File: src/rtl/pic8_pkg.sv
package pic8_pkg;
  localparam int NPIN        = 8;
  localparam int PW          = $clog2(NPIN);
  localparam int DW          = 8;
  localparam int CASCADE_PIN = 2;
  localparam int BASE_W      = DW - PW;

  typedef enum logic [1:0] {
    SEQ_IDLE = 2'd0,
    SEQ_W2   = 2'd1,
    SEQ_W3   = 2'd2,
    SEQ_W4   = 2'd3
  } seq_e;
endpackage

File: src/rtl/pic8_scan.sv
// Circular first-hit finder: walks from start+1 around to start.
// A set block bit ends the walk with no hit.
module pic8_scan #(
  parameter int NPIN = 8,
  parameter int PW   = $clog2(NPIN)
) (
  input  logic [NPIN-1:0] bits_i,
  input  logic [NPIN-1:0] block_i,
  input  logic [PW-1:0]   start_i,
  output logic            hit_o,
  output logic [PW-1:0]   pin_o
);
  always_comb begin
    logic done;
    done  = 1'b0;
    hit_o = 1'b0;
    pin_o = '0;
    for (int k = 1; k <= NPIN; k++) begin : walk
      logic [PW-1:0] idx;
      idx = start_i + PW'(k);
      if (!done) begin
        if (block_i[idx]) begin
          done = 1'b1;
        end else if (bits_i[idx]) begin
          hit_o = 1'b1;
          pin_o = idx;
          done  = 1'b1;
        end
      end
    end
  end
endmodule

File: src/rtl/pic8_req.sv
// Request register: edge or level capture per pin, cleared on acceptance.
module pic8_req #(
  parameter int NPIN = 8
) (
  input  logic            clk,
  input  logic            rst,
  input  logic            ready_i,
  input  logic            clr_all_i,
  input  logic [NPIN-1:0] line_i,
  input  logic [NPIN-1:0] lvl_i,
  input  logic [NPIN-1:0] accept_i,
  output logic [NPIN-1:0] req_o
);
  logic [NPIN-1:0] line_q;
  logic [NPIN-1:0] req_q;

  always_ff @(posedge clk) begin
    if (rst) line_q <= '0;
    else     line_q <= line_i;
  end

  for (genvar i = 0; i < NPIN; i++) begin : g_bit
    logic set_b;
    logic drop_b;
    assign set_b  = ready_i && (lvl_i[i] ? line_i[i] : (line_i[i] && !line_q[i]));
    assign drop_b = (lvl_i[i] && !line_i[i]) || accept_i[i];

    always_ff @(posedge clk) begin
      if (rst || clr_all_i) req_q[i] <= 1'b0;
      else if (set_b)       req_q[i] <= 1'b1;
      else if (drop_b)      req_q[i] <= 1'b0;
    end
  end

  assign req_o = req_q;

  assert_notready_R3: assert property (@(posedge clk) disable iff (rst)
    !ready_i |=> ((req_q & ~$past(req_q)) == '0));
endmodule

File: src/rtl/pic8_ctrl.sv
module pic8_ctrl
  import pic8_pkg::*;
(
  input  logic          clk,
  input  logic          rst,
  input  logic          cmd_wr,
  input  logic          dat_wr,
  input  logic [DW-1:0] wdata,
  input  logic          cmd_rd,
  input  logic          dat_rd,
  output logic [DW-1:0] rdata,
  input  logic [NPIN-1:0] irq_line,
  input  logic [NPIN-1:0] irq_lvl,
  output logic          int_req,
  input  logic          int_ack,
  output logic [DW-1:0] ack_vector
);
  localparam logic [PW-1:0] LOW_RESET = PW'(NPIN - 1);

  seq_e              seq;
  logic              need_w3, need_w4, ready;
  logic [BASE_W-1:0] base;
  logic [NPIN-1:0]   mask, isr, req;
  logic [PW-1:0]     lowprio;
  logic              rotate, aeoi, sfn, smm, rd_isr, poll;

  // command decode
  logic is_icw1, is_ocw2, is_ocw3, ns_eoi, set_pri, poll_take, accept;
  assign is_icw1   = cmd_wr && wdata[4];
  assign is_ocw2   = cmd_wr && ready && !wdata[4] && !wdata[3];
  assign is_ocw3   = cmd_wr && ready && !wdata[4] &&  wdata[3];
  assign ns_eoi    = is_ocw2 &&  wdata[5] && !wdata[6];
  assign set_pri   = is_ocw2 && !wdata[5] &&  wdata[6] && wdata[7];
  assign poll_take = cmd_rd && poll;

  // priority resolution
  logic [NPIN-1:0] isr_eff, smm_hide, sfn_hide;
  logic            win_hit, eoi_hit;
  logic [PW-1:0]   win_pin, eoi_pin;

  assign smm_hide = smm ? mask : '0;
  assign sfn_hide = sfn ? (NPIN'(1) << CASCADE_PIN) : '0;
  assign isr_eff  = isr & ~smm_hide & ~sfn_hide;

  pic8_scan #(.NPIN(NPIN), .PW(PW)) u_win (
    .bits_i (req & ~mask),
    .block_i(isr_eff),
    .start_i(lowprio),
    .hit_o  (win_hit),
    .pin_o  (win_pin)
  );

  pic8_scan #(.NPIN(NPIN), .PW(PW)) u_eoi (
    .bits_i (isr & ~smm_hide),
    .block_i('0),
    .start_i(lowprio),
    .hit_o  (eoi_hit),
    .pin_o  (eoi_pin)
  );

  assign accept = (int_ack || poll_take) && win_hit;

  logic [NPIN-1:0] accept_oh, eoi_oh;
  assign accept_oh = accept ? (NPIN'(1) << win_pin) : '0;
  assign eoi_oh    = (ns_eoi && eoi_hit) ? (NPIN'(1) << eoi_pin) : '0;

  pic8_req #(.NPIN(NPIN)) u_req (
    .clk      (clk),
    .rst      (rst),
    .ready_i  (ready),
    .clr_all_i(is_icw1),
    .line_i   (irq_line),
    .lvl_i    (irq_lvl),
    .accept_i (accept_oh),
    .req_o    (req)
  );

  // initialization sequence and mode registers
  always_ff @(posedge clk) begin
    if (rst) begin
      seq <= SEQ_IDLE; need_w3 <= 1'b0; need_w4 <= 1'b0; ready <= 1'b0;
      base <= '0; mask <= '0; aeoi <= 1'b0; sfn <= 1'b0;
      smm <= 1'b0; rd_isr <= 1'b0; poll <= 1'b0; rotate <= 1'b0;
    end else if (is_icw1) begin
      seq <= SEQ_W2; need_w3 <= !wdata[1]; need_w4 <= wdata[0]; ready <= 1'b0;
      mask <= '0; aeoi <= 1'b0; sfn <= 1'b0;
      smm <= 1'b0; rd_isr <= 1'b0; poll <= 1'b0; rotate <= 1'b0;
    end else begin
      if (dat_wr) begin
        unique case (seq)
          SEQ_W2: begin
            base <= wdata[DW-1:PW];
            if (need_w3)      seq <= SEQ_W3;
            else if (need_w4) seq <= SEQ_W4;
            else begin seq <= SEQ_IDLE; ready <= 1'b1; end
          end
          SEQ_W3: begin
            if (need_w4) seq <= SEQ_W4;
            else begin seq <= SEQ_IDLE; ready <= 1'b1; end
          end
          SEQ_W4: begin
            aeoi <= wdata[1];
            sfn  <= wdata[4];
            seq  <= SEQ_IDLE;
            ready <= 1'b1;
          end
          default: mask <= wdata;
        endcase
      end
      if (is_ocw2) rotate <= wdata[7];
      if (is_ocw3) begin
        if (wdata[1]) rd_isr <= wdata[0];
        if (wdata[6]) smm    <= wdata[5];
        poll <= wdata[2];
      end else if (poll_take) begin
        poll <= 1'b0;
      end
    end
  end

  // in-service register and priority pointer
  always_ff @(posedge clk) begin
    if (rst) begin
      isr     <= '0;
      lowprio <= LOW_RESET;
    end else begin
      isr <= (isr & ~eoi_oh) | (aeoi ? '0 : accept_oh);
      if (is_icw1)                         lowprio <= LOW_RESET;
      else if (set_pri)                    lowprio <= wdata[PW-1:0];
      else if (ns_eoi && eoi_hit && wdata[7]) lowprio <= eoi_pin;
      else if (accept && aeoi && rotate)   lowprio <= win_pin;
    end
  end

  // interrupt output, vector and read-back
  always_ff @(posedge clk) begin
    if (rst) begin
      int_req    <= 1'b0;
      ack_vector <= '0;
      rdata      <= '0;
    end else begin
      if (is_icw1 || int_ack || poll_take)   int_req <= 1'b0;
      else if (ready && win_hit && !int_req) int_req <= 1'b1;

      if (int_ack) ack_vector <= {base, win_hit ? win_pin : LOW_RESET};

      if (cmd_rd) begin
        if (poll)        rdata <= win_hit ? {1'b1, {(DW-1-PW){1'b0}}, win_pin} : '0;
        else if (rd_isr) rdata <= isr;
        else             rdata <= req;
      end else if (dat_rd) begin
        rdata <= mask;
      end
    end
  end

  assert_init_clears_R1: assert property (@(posedge clk) disable iff (rst)
    is_icw1 |=> (mask == '0 && req == '0 && lowprio == LOW_RESET && !ready && !int_req && !poll && !smm));

  assert_win_legal_R5: assert property (@(posedge clk) disable iff (rst)
    win_hit |-> (req[win_pin] && !mask[win_pin]));

  assert_rise_cause_R7: assert property (@(posedge clk) disable iff (rst)
    $rose(int_req) |-> $past(ready && win_hit));

  assert_ack_drops_R7: assert property (@(posedge clk) disable iff (rst)
    int_ack |=> !int_req);

  assert_auto_eoi_R10: assert property (@(posedge clk) disable iff (rst)
    (aeoi && !cmd_wr) |=> ((isr & ~$past(isr)) == '0));

  assert_poll_once_R14: assert property (@(posedge clk) disable iff (rst)
    (poll_take && !cmd_wr) |=> !poll);
endmodule

File: config.mk
export PLATFORM = sky130hd
export DESIGN_NAME = pic8_ctrl
export DESIGN_NICKNAME = d
export VERILOG_FILES = /design/src/rtl/pic8_pkg.sv /design/src/rtl/pic8_scan.sv /design/src/rtl/pic8_req.sv /design/src/rtl/pic8_ctrl.sv
export SDC_FILE = /design/constraint.sdc
export NUM_CORES = 1
export LEC_CHECK = 0
export BUFFER_PORTS_ARGS = -buffer_cell sky130_fd_sc_hd__buf_4
export CAP_MARGIN = 40
export CORE_MARGIN = 1.5
export CORE_UTILIZATION = 55
export DETAILED_ROUTE_END_ITERATION = 7
export PLACE_DENSITY = 0.78
export RECOVER_POWER = 100
export SLEW_MARGIN = 20
export SYNTH_ARGS = -nofsm -noshare
export SYNTH_HDL_FRONTEND = slang
export SYNTH_SLANG_ARGS = --single-unit
File: constraint.sdc
create_clock -name clk -period 3.9 [get_ports clk]
set_clock_uncertainty 0.15 [all_clocks]
set_input_delay 0.585 -clock clk [delete_from_list [all_inputs] [get_ports clk]]
set_output_delay 0.585 -clock clk [all_outputs]
set_load 0.03 [all_outputs]
; ---- After elaboration in Yosys (flattened, before gate mapping)
; Memories as Yosys holds them, arrays and structs flattened. A register that Yosys moved wholly into a read port is not among the register bits.
; Index checks and enable logic that the tools add are counted.
[word_totals]
romBits = 64
out_inout_bits = 17
latchBits = 0
regBits = 68
ram_bits = 0
wordCells = 404
mem_count = 8
in_bits = 31
[classes]
n_lt_le_gt_ge = 8
eq_ne = 4
div = 0
addsub = 7
n_bitwise = 11
shifts = 2
mux = 236
n_mul = 0
reduce_logical = 101
[mem_list]
columns = memory, words, width, rd, rd_ports_with_merged_regs, wr, line_no
row1 = (name not given), 8, 1, 1, 0, 0, pic8_scan.sv:22  ; if (block_i[idx]) begin
row2 = (name not given), 8, 1, 1, 0, 0, pic8_scan.sv:22
row3 = (name not given), 8, 1, 1, 0, 0, pic8_scan.sv:22
row4 = (name not given), 8, 1, 1, 1, 0, pic8_scan.sv:22
row5 = (name not given), 8, 1, 1, 0, 0, pic8_scan.sv:22
row6 = (name not given), 8, 1, 1, 0, 0, pic8_scan.sv:22
row7 = 2 more memories, n/a, n/a, n/a, n/a, n/a, n/a
[op_table]
columns = operator, n
row1 = two-way mux 3 bit, 53
row2 = two-way mux 1 bit, 146
row3 = binary-select mux 1 bit (select 3 bit), 24
row4 = two-way mux 8 bit, 9
row5 = logical AND 1 bit, 42
row6 = AND 8 bit, 4
row7 = < comparator 3 x 4 -> 1 bit (second input constant), 8
row8 = NOT 8 bit, 3
row9 = zero test 1 bit, 22
row10 = nonzero test 2 bit, 11
row11 = left shift 1 x 3 -> 8 bit (first input constant), 2
row12 = adder 3 bit (second input constant), 4
row13 = logical OR 1 bit, 12
row14 = AND reduction 2 bit, 6
row15 = NOT 3 -> 8 bit, 1
row16 = bitwise OR 8 bit, 1
row17 = adder 3 x 2 -> 3 bit (second input constant), 2
row18 = one-hot mux 2 bit (3 select lines), 1
row19 = AND reduction 3 bit, 2
row20 = nonzero test 3 bit, 2
row21 = == test 2 bit (second input constant), 2
row22 = two-way mux 2 bit, 2
row23 = nonzero test 4 bit, 1
row24 = OR reduction 2 bit, 2
row25 = other kinds (6), 7

; ---- Logic depth before layout (Yosys ltp)
[logic_depth]
word_depth = 36
depth_mapped = 18
depth_no_buf = 12

; ---- Hierarchy
; From an unflattened synthesis, not the netlist that was laid out.
[unflattened]
cells_unflattened = 687
hier_area_um2 = 6124.6
[modules_own_cells]
columns = mod, area_each_um2, instances, seq_area_each_um2, cells_per_inst
row1 = pic8_ctrl, 2497.4, 1, 1041.0, 288
row2 = pic8_scan at u_win, 1500.2, 1, 0.0, 169
row3 = pic8_scan at u_eoi, 1425.1, 1, 0.0, 155
row4 = pic8_req, 701.9, 1, 320.3, 75

; ---- Worst setup path before layout
; No wires, ideal clock.
[synth_timing]
kind = reg2reg
from = register lowprio[1]
to = register isr[0]
period_less_slack_ps = 4313
arrival_time_ps = 4042
path_slack_ps = -413
path_stages_with_launch = 16
t_required_ps = 3629
setup_ps = 121
n_path_buf = 4
path_cell_list = dfxtp_1 buf_2 clkinv_1 buf_1 ha_1 buf_2 inv_1 buf_1 mux4_2 o211ai_2 o21ai_1 o221a_1 o32a_1 or4b_1 o21ai_0 o21ai_1
[synth_via]
elab_chain_cells = 31
elab_cells_between_ends = 209
classes_between = 7 x add/sub / 2 x shift / 188 x mux / 3 x bitwise / 2 x reduce/logical / 7 x memory
[synth_rtl]
columns = item, line_no
row1 = "start, declared", pic8_ctrl.sv:24  ; logic [PW-1:0] lowprio;
row2 = "start signal, assigned", pic8_ctrl.sv:129  ; else if (set_pri) lowprio <= wdata[PW-1:0];
row3 = "start signal, assigned", pic8_ctrl.sv:130  ; else if (ns_eoi && eoi_hit && wdata[7]) lowprio <= eoi_pin;
row4 = "start signal, assigned", pic8_ctrl.sv:131  ; else if (accept && aeoi && rotate) lowprio <= win_pin;
row5 = adder 3 x 1 -> 3 bit, pic8_scan.sv:20  ; idx = start_i + PW'(k);
row6 = binary-select mux 1 bit (select 3 bit), pic8_scan.sv:24  ; end else if (bits_i[idx]) begin
row7 = two-way mux 1 bit (implied by the code), pic8_scan.sv:24
row8 = two-way mux 3 bit or two-way mux 1 bit (tied branches), pic8_scan.sv:24
row9 = two-way mux 3 bit or two-way mux 1 bit (tied branches), pic8_scan.sv:22
row10 = two-way mux 3 bit or two-way mux 1 bit (tied branches), pic8_scan.sv:24
row11 = two-way mux 3 bit or two-way mux 1 bit (tied branches), pic8_scan.sv:22
row12 = two-way mux 3 bit or two-way mux 1 bit (tied branches), pic8_scan.sv:21  ; if (!done) begin
row13 = [... 15 more ...], n/a
row14 = two-way mux 3 bit or two-way mux 1 bit (tied branches), pic8_scan.sv:24
row15 = two-way mux 3 bit or two-way mux 1 bit (tied branches), pic8_scan.sv:22
row16 = two-way mux 3 bit or two-way mux 1 bit (tied branches), pic8_scan.sv:21
row17 = left shift 1 x 3 -> 8 bit or logical AND 1 bit (tied branches), pic8_ctrl.sv:65  ; assign eoi_oh = (ns_eoi && eoi_hit) ? (NPIN'(1) << eoi_pin) : '0;
row18 = two-way mux 8 bit, pic8_ctrl.sv:65
row19 = NOT 8 bit, pic8_ctrl.sv:127  ; isr <= (isr & ~eoi_oh) | (aeoi ? '0 : accept_oh);
row20 = AND 8 bit, pic8_ctrl.sv:127
row21 = bitwise OR 8 bit (*), pic8_ctrl.sv:127
row22 = "end signal, assigned", pic8_ctrl.sv:127
row23 = "end, declared", pic8_ctrl.sv:23  ; logic [NPIN-1:0] mask, isr, req;
; Every way passes the cells marked *; elsewhere a longest branch is shown, timed or not. The select of a mux whose other input is x is not followed.
; A chain may end at the register's enable or synchronous reset.

; ---- Final worst setup path
[layout_timing]
from = register mask[2]
to = register isr[5]
[layout_via]
elab_chain_cells = 33
elab_cells_between_ends = 194
classes_between = 2 x shift / 182 x mux / 8 x bitwise / 2 x reduce/logical
[layout_rtl]
columns = item, line_no
row1 = "start, declared", pic8_ctrl.sv:23
row2 = "start signal, assigned", pic8_ctrl.sv:107  ; default: mask <= wdata;
row3 = two-way mux 8 bit, pic8_ctrl.sv:41  ; assign smm_hide = smm ? mask : '0;
row4 = NOT 8 bit, "pic8_ctrl.sv:43, pic8_ctrl.sv:54"
row5 = AND 8 bit, "pic8_ctrl.sv:43, pic8_ctrl.sv:54"
row6 = binary-select mux 1 bit (select 3 bit), pic8_scan.sv:24
row7 = two-way mux 1 bit (implied by the code), pic8_scan.sv:24
row8 = two-way mux 3 bit or two-way mux 1 bit (tied branches), pic8_scan.sv:24
row9 = two-way mux 3 bit or two-way mux 1 bit (tied branches), pic8_scan.sv:22
row10 = two-way mux 3 bit or two-way mux 1 bit (tied branches), pic8_scan.sv:24
row11 = [... 17 more ...], n/a
row12 = two-way mux 3 bit or two-way mux 1 bit (tied branches), pic8_scan.sv:24
row13 = two-way mux 3 bit or two-way mux 1 bit (tied branches), pic8_scan.sv:22
row14 = two-way mux 3 bit or two-way mux 1 bit (tied branches), pic8_scan.sv:21
row15 = left shift 1 x 3 -> 8 bit or logical AND 1 bit (tied branches), pic8_ctrl.sv:65
row16 = two-way mux 8 bit, pic8_ctrl.sv:65
row17 = NOT 8 bit, pic8_ctrl.sv:127
row18 = AND 8 bit, pic8_ctrl.sv:127
row19 = bitwise OR 8 bit (*), pic8_ctrl.sv:127
; Marked as above.

==> impl_metrics.csv <==
group,metric,value,unit
drt,drt_wl_total,17.4,mm
cts,cts.sinks,68,
logic_synthesis,synthFlopType,"dfxtp_1",
drt,drt_iter0_markers,551,
drt,drt_first_pass_iters,5,
drt,routedWlPerCell,20.2,um
logic_synthesis,yosys.area_share.simple,23.7,%
logic_synthesis,postSynthAreaPerCell,8.19,um2
grt,antenna_found_initial,0,
cells_and_area,layout.nets,761,
logic_synthesis,syn-num-nets,677,
cells_and_area,syn2layout_area_growth,18.9,%
timing,finalCritPeriodShare,95.5,%
logic_synthesis,synth_fa_ha_area_share,0.474,%
power,p_leak,0.00241,uW
timing,fin_crit,3.72,ns
cells_and_area,drive_above_1_share,20.7,%
cts,cts_max_level,3,
power,vdd.ir_drop.worst,0.000278,V
logic_synthesis,yosys_warnings,0,
cts,clock_path_buffers,2,
cells_and_area,n_fill_cell,802,
critical_path,critPathArrivalTime,3.79,ns
logic_synthesis,synth_compound_area_share,22.7,%
logic_synthesis,synth_cell_types,76,
drt,drc,0,
power,power-per-cell-area,253,nW/um2
drt,via_count,5570,
timing,rsz0062_at_grt,"no",
drt,postRouteAntennaNets,0,
power,clockPowerShare,41.3,%
drt,avgViaCountPerCell,6.46,
min_path,hold_end,"rotate$_SDFFE_PP0P_",
critical_path,regToRegSetupSlack,0.18,ns
floorplan,initial_core_util,56.8,%
min_path,hold_path_startpoint,"rotate$_SDFFE_PP0P_",
power,p_sw,428,uW
critical_path,r2r-start,"mask[2]$_SDFFE_PP0P_",
logic_synthesis,synth_xor_area_share,0.664,%
floorplan,die_y,101,um
floorplan,die_area,10200,um2
power,internal-power,1160,uW
timing,finalHoldViolations,0,
grt,grtUsageTotal,34.8,%
power,seqPwrFrac,45.8,%
power,p_sw_share,27.0,%
logic_synthesis,synth_top_area_share,25.8,%
grt,first_global_vias,5290,
floorplan,pin_count,48,
grt,grt_max_degree,44,
cts,path_clk_slew,0.08,ns
placed_design,place_area,6070,um2
grt,grt_pass1_wl,27.4,mm
logic_synthesis,synth_top_family_by_area,"simple AND/OR/NAND/NOR gates",
floorplan,row_count,35,
floorplan,core,9280,um2
logic_synthesis,netlist_top_cells_area,"dfxtp_1 (26%), mux2i_1 (11%), mux4_2 (8.1%), nor2_1 (4.6%), nand2_1 (3.9%)",
critical_path,critical_path.max_fanout,6,
logic_synthesis,async_flop_share,0,%
min_path,hold_depth,2,
cts,cts_made_buffers,9,
timing,timing.final.max_slew_violations,0,
cts,cts_root_buffer,"clkbuf_8",
cells_and_area,final_area,6270,um2
power,power,1590,uW
cells_and_area,diodes,0,
logic_synthesis,synthMuxAreaShare,21.3,%
critical_path,endpoint_kind,"flip-flop",
timing,tightest_slew,1.01,ns
placed_design,portBuffers,47,
logic_synthesis,synthCells,644,
logic_synthesis,yosys.area.top_type,"dfxtp_1",
critical_path,startpoint_type,"flip-flop",
min_path,hold_path_class,"flip-flop to flip-flop",
grt,gr-total-overflow,0,
power,p_comb_share,13.0,%
flow_run,maxCapViolCount,0,
timing,max_freq,268,MHz
timing,slew-limit-headroom,32.6,%
logic_synthesis,synth_edf_count,0,
cts,cts_tree,"yes",
cts,insertion_delay,0.34,ns
critical_path,worstSetupPathType,"flip-flop to flip-flop",
logic_synthesis,synth_seq_cells,68,
placed_design,dpl.hpwl,13.2,mm
critical_path,r2r_end,"isr[5]$_SDFF_PP0_",
floorplan,die_x,101,um
placed_design,gp_congestion,1.02,
logic_synthesis,syn_area,5270,um2
logic_synthesis,ys_seq_area_share,25.8,%
critical_path,worstPathRequired,3.96,ns
run_status,outcome,"finished clean",
timing,setup_violations,0,
critical_path,worstRegToRegCells,13,
[repair_timing]
item	in CTS	in global routing
setup endpoints to repair	16	17
gates resized for setup	1	12
hold buffers	0	0
setup buffers	0	1
hold endpoints to repair	0	0
[final cells by class]
cell class	count	area, um2	share of cell area (%)
well taps	129	161	2.57
repair buffers	107	731	11.7
inverters	30	116	1.86
clock inverters	7	100	1.60
clock buffers	9	124	1.98
multi-input cells	512	3670	58.6
flip-flops and latches	68	1360	21.7
[routing by layer]
metal	track usage (%)	wire length [um]	part of all wire (%)	up-vias
li1	-	-	-	2565
met1	45.7	7090	41	2608
met2	56.3	7970	46	331
met3	4.65	1630	9.3	66
met4	17.3	732	4.2	0
met5	0	0	0	-
[flip-flops by register name, summed over array words and instances, names as in the netlist]
signal        cells
base              5
rotate            1
need_w4           1
aeoi              1
rd_isr            1
u_req.line_q      8
u_req.req_o       8
seq               2
ready             1
ack_vector        8
poll              1
isr               8
sfn               1
int_req           1
mask              8
smm               1
lowprio           3
need_w3           1
rdata             8
[cell usage after synthesis, types with 3 or more instances]
cell,n
mux2_2,8
or2_2,4
nor4_1,6
nand2_1,55
o22a_1,6
buf_6,3
and2_1,6
o22ai_1,10
o21ai_0,26
a21boi_0,7
buf_1,6
or3_1,3
nor3b_1,8
o31ai_1,3
o211ai_1,14
nand2b_1,21
o32ai_1,5
nor2b_1,27
nand4_1,5
a211oi_1,6
clkbuf_1,16
o21ai_1,6
nor2_1,65
inv_1,27
o21a_1,5
a21oi_1,40
a21o_1,3
nand3_1,15
a31oi_1,13
dfxtp_1,68
buf_2,8
and3_1,4
nor3_1,14
mux4_2,19
mux2i_1,57
[metrics by stage]
stage                     setup TNS [ns]  util, %  hold slack [ns]  std cells  worst slack [ns]
after global routing                   0     67.5            0.326        862           0.00455
after global placement           -0.0720     65.2            0.294        843           -0.0336
after detailed placement          -0.476     65.4            0.300        845           -0.0826
final                                  0     67.5            0.311        862             0.175
after floorplan                        0        -            0.286        644            0.0156
after CTS                              0     67.8            0.311        861           0.00522
[power groups by stage]
stage | logic, uW | registers (uW) | clock network, uW
6_report | 206 | 726 | 655
4_1_cts | 204 | 726 | 662
5_1_grt | 219 | 728 | 683
2_1_floorplan | 105 | 748 | 0
3_5_place_dp | 203 | 742 | 0
3_3_place_gp | 197 | 742 | 0
[worst max-delay path by stage]
stage	from	to	slack, ns
final	mask[2]$_SDFFE_PP0P_	isr[5]$_SDFF_PP0_	0.18
after global routing	lowprio[1]$_SDFFE_PP1P_	isr[5]$_SDFF_PP0_	0.005
after CTS	lowprio[0]$_SDFFE_PP1P_	u_req.req_o[4]$_SDFFE_PP0P_	0.005
after detailed placement	lowprio[0]$_SDFFE_PP1P_	u_req.req_o[4]$_SDFFE_PP0P_	-0.08
after global placement	lowprio[0]$_SDFFE_PP1P_	u_req.req_o[4]$_SDFFE_PP0P_	-0.03
after floorplan	lowprio[0]$_SDFFE_PP1P_	isr[0]$_SDFF_PP0_	0.02
[worst max-delay path: stages, from the launching register on]
cell and delay [ns]:
dfxtp_1 0.51, buf_4 0.18, nor2b_1 0.06, mux4_2 0.52
a222oi_1 0.39, buf_4 0.20, o211ai_1 0.09, and3_1 0.20
o221a_1 0.29, a311oi_4 0.35, buf_4 0.23, nor2_1 0.07
nand3_1 0.22, o32ai_1 0.13
[logic make-up after synthesis]
kind of cell	after synthesis
and+or+nand+nor	245
buffers and inverters	64
muxes	86
xor gates and xnor gates	4
adders and majority gates	2
AOI/OAI and AO/OA	175
DFF	68
[placed cells by master (no fill, tap or decap), types with 10 or more instances in the layout]
cell	n
a21oi_1	40
a31oi_1	13
buf_4	84
clkbuf_1	21
dfxtp_1	68
inv_1	26
mux2i_1	56
mux4_2	19
nand2_1	55
nand2b_1	21
nand3_1	15
nor2_1	65
nor2b_1	27
nor3_1	13
o211ai_1	14
o21ai_0	27
o22ai_1	10
No activity file was read; power rests on OpenSTA's default activity.
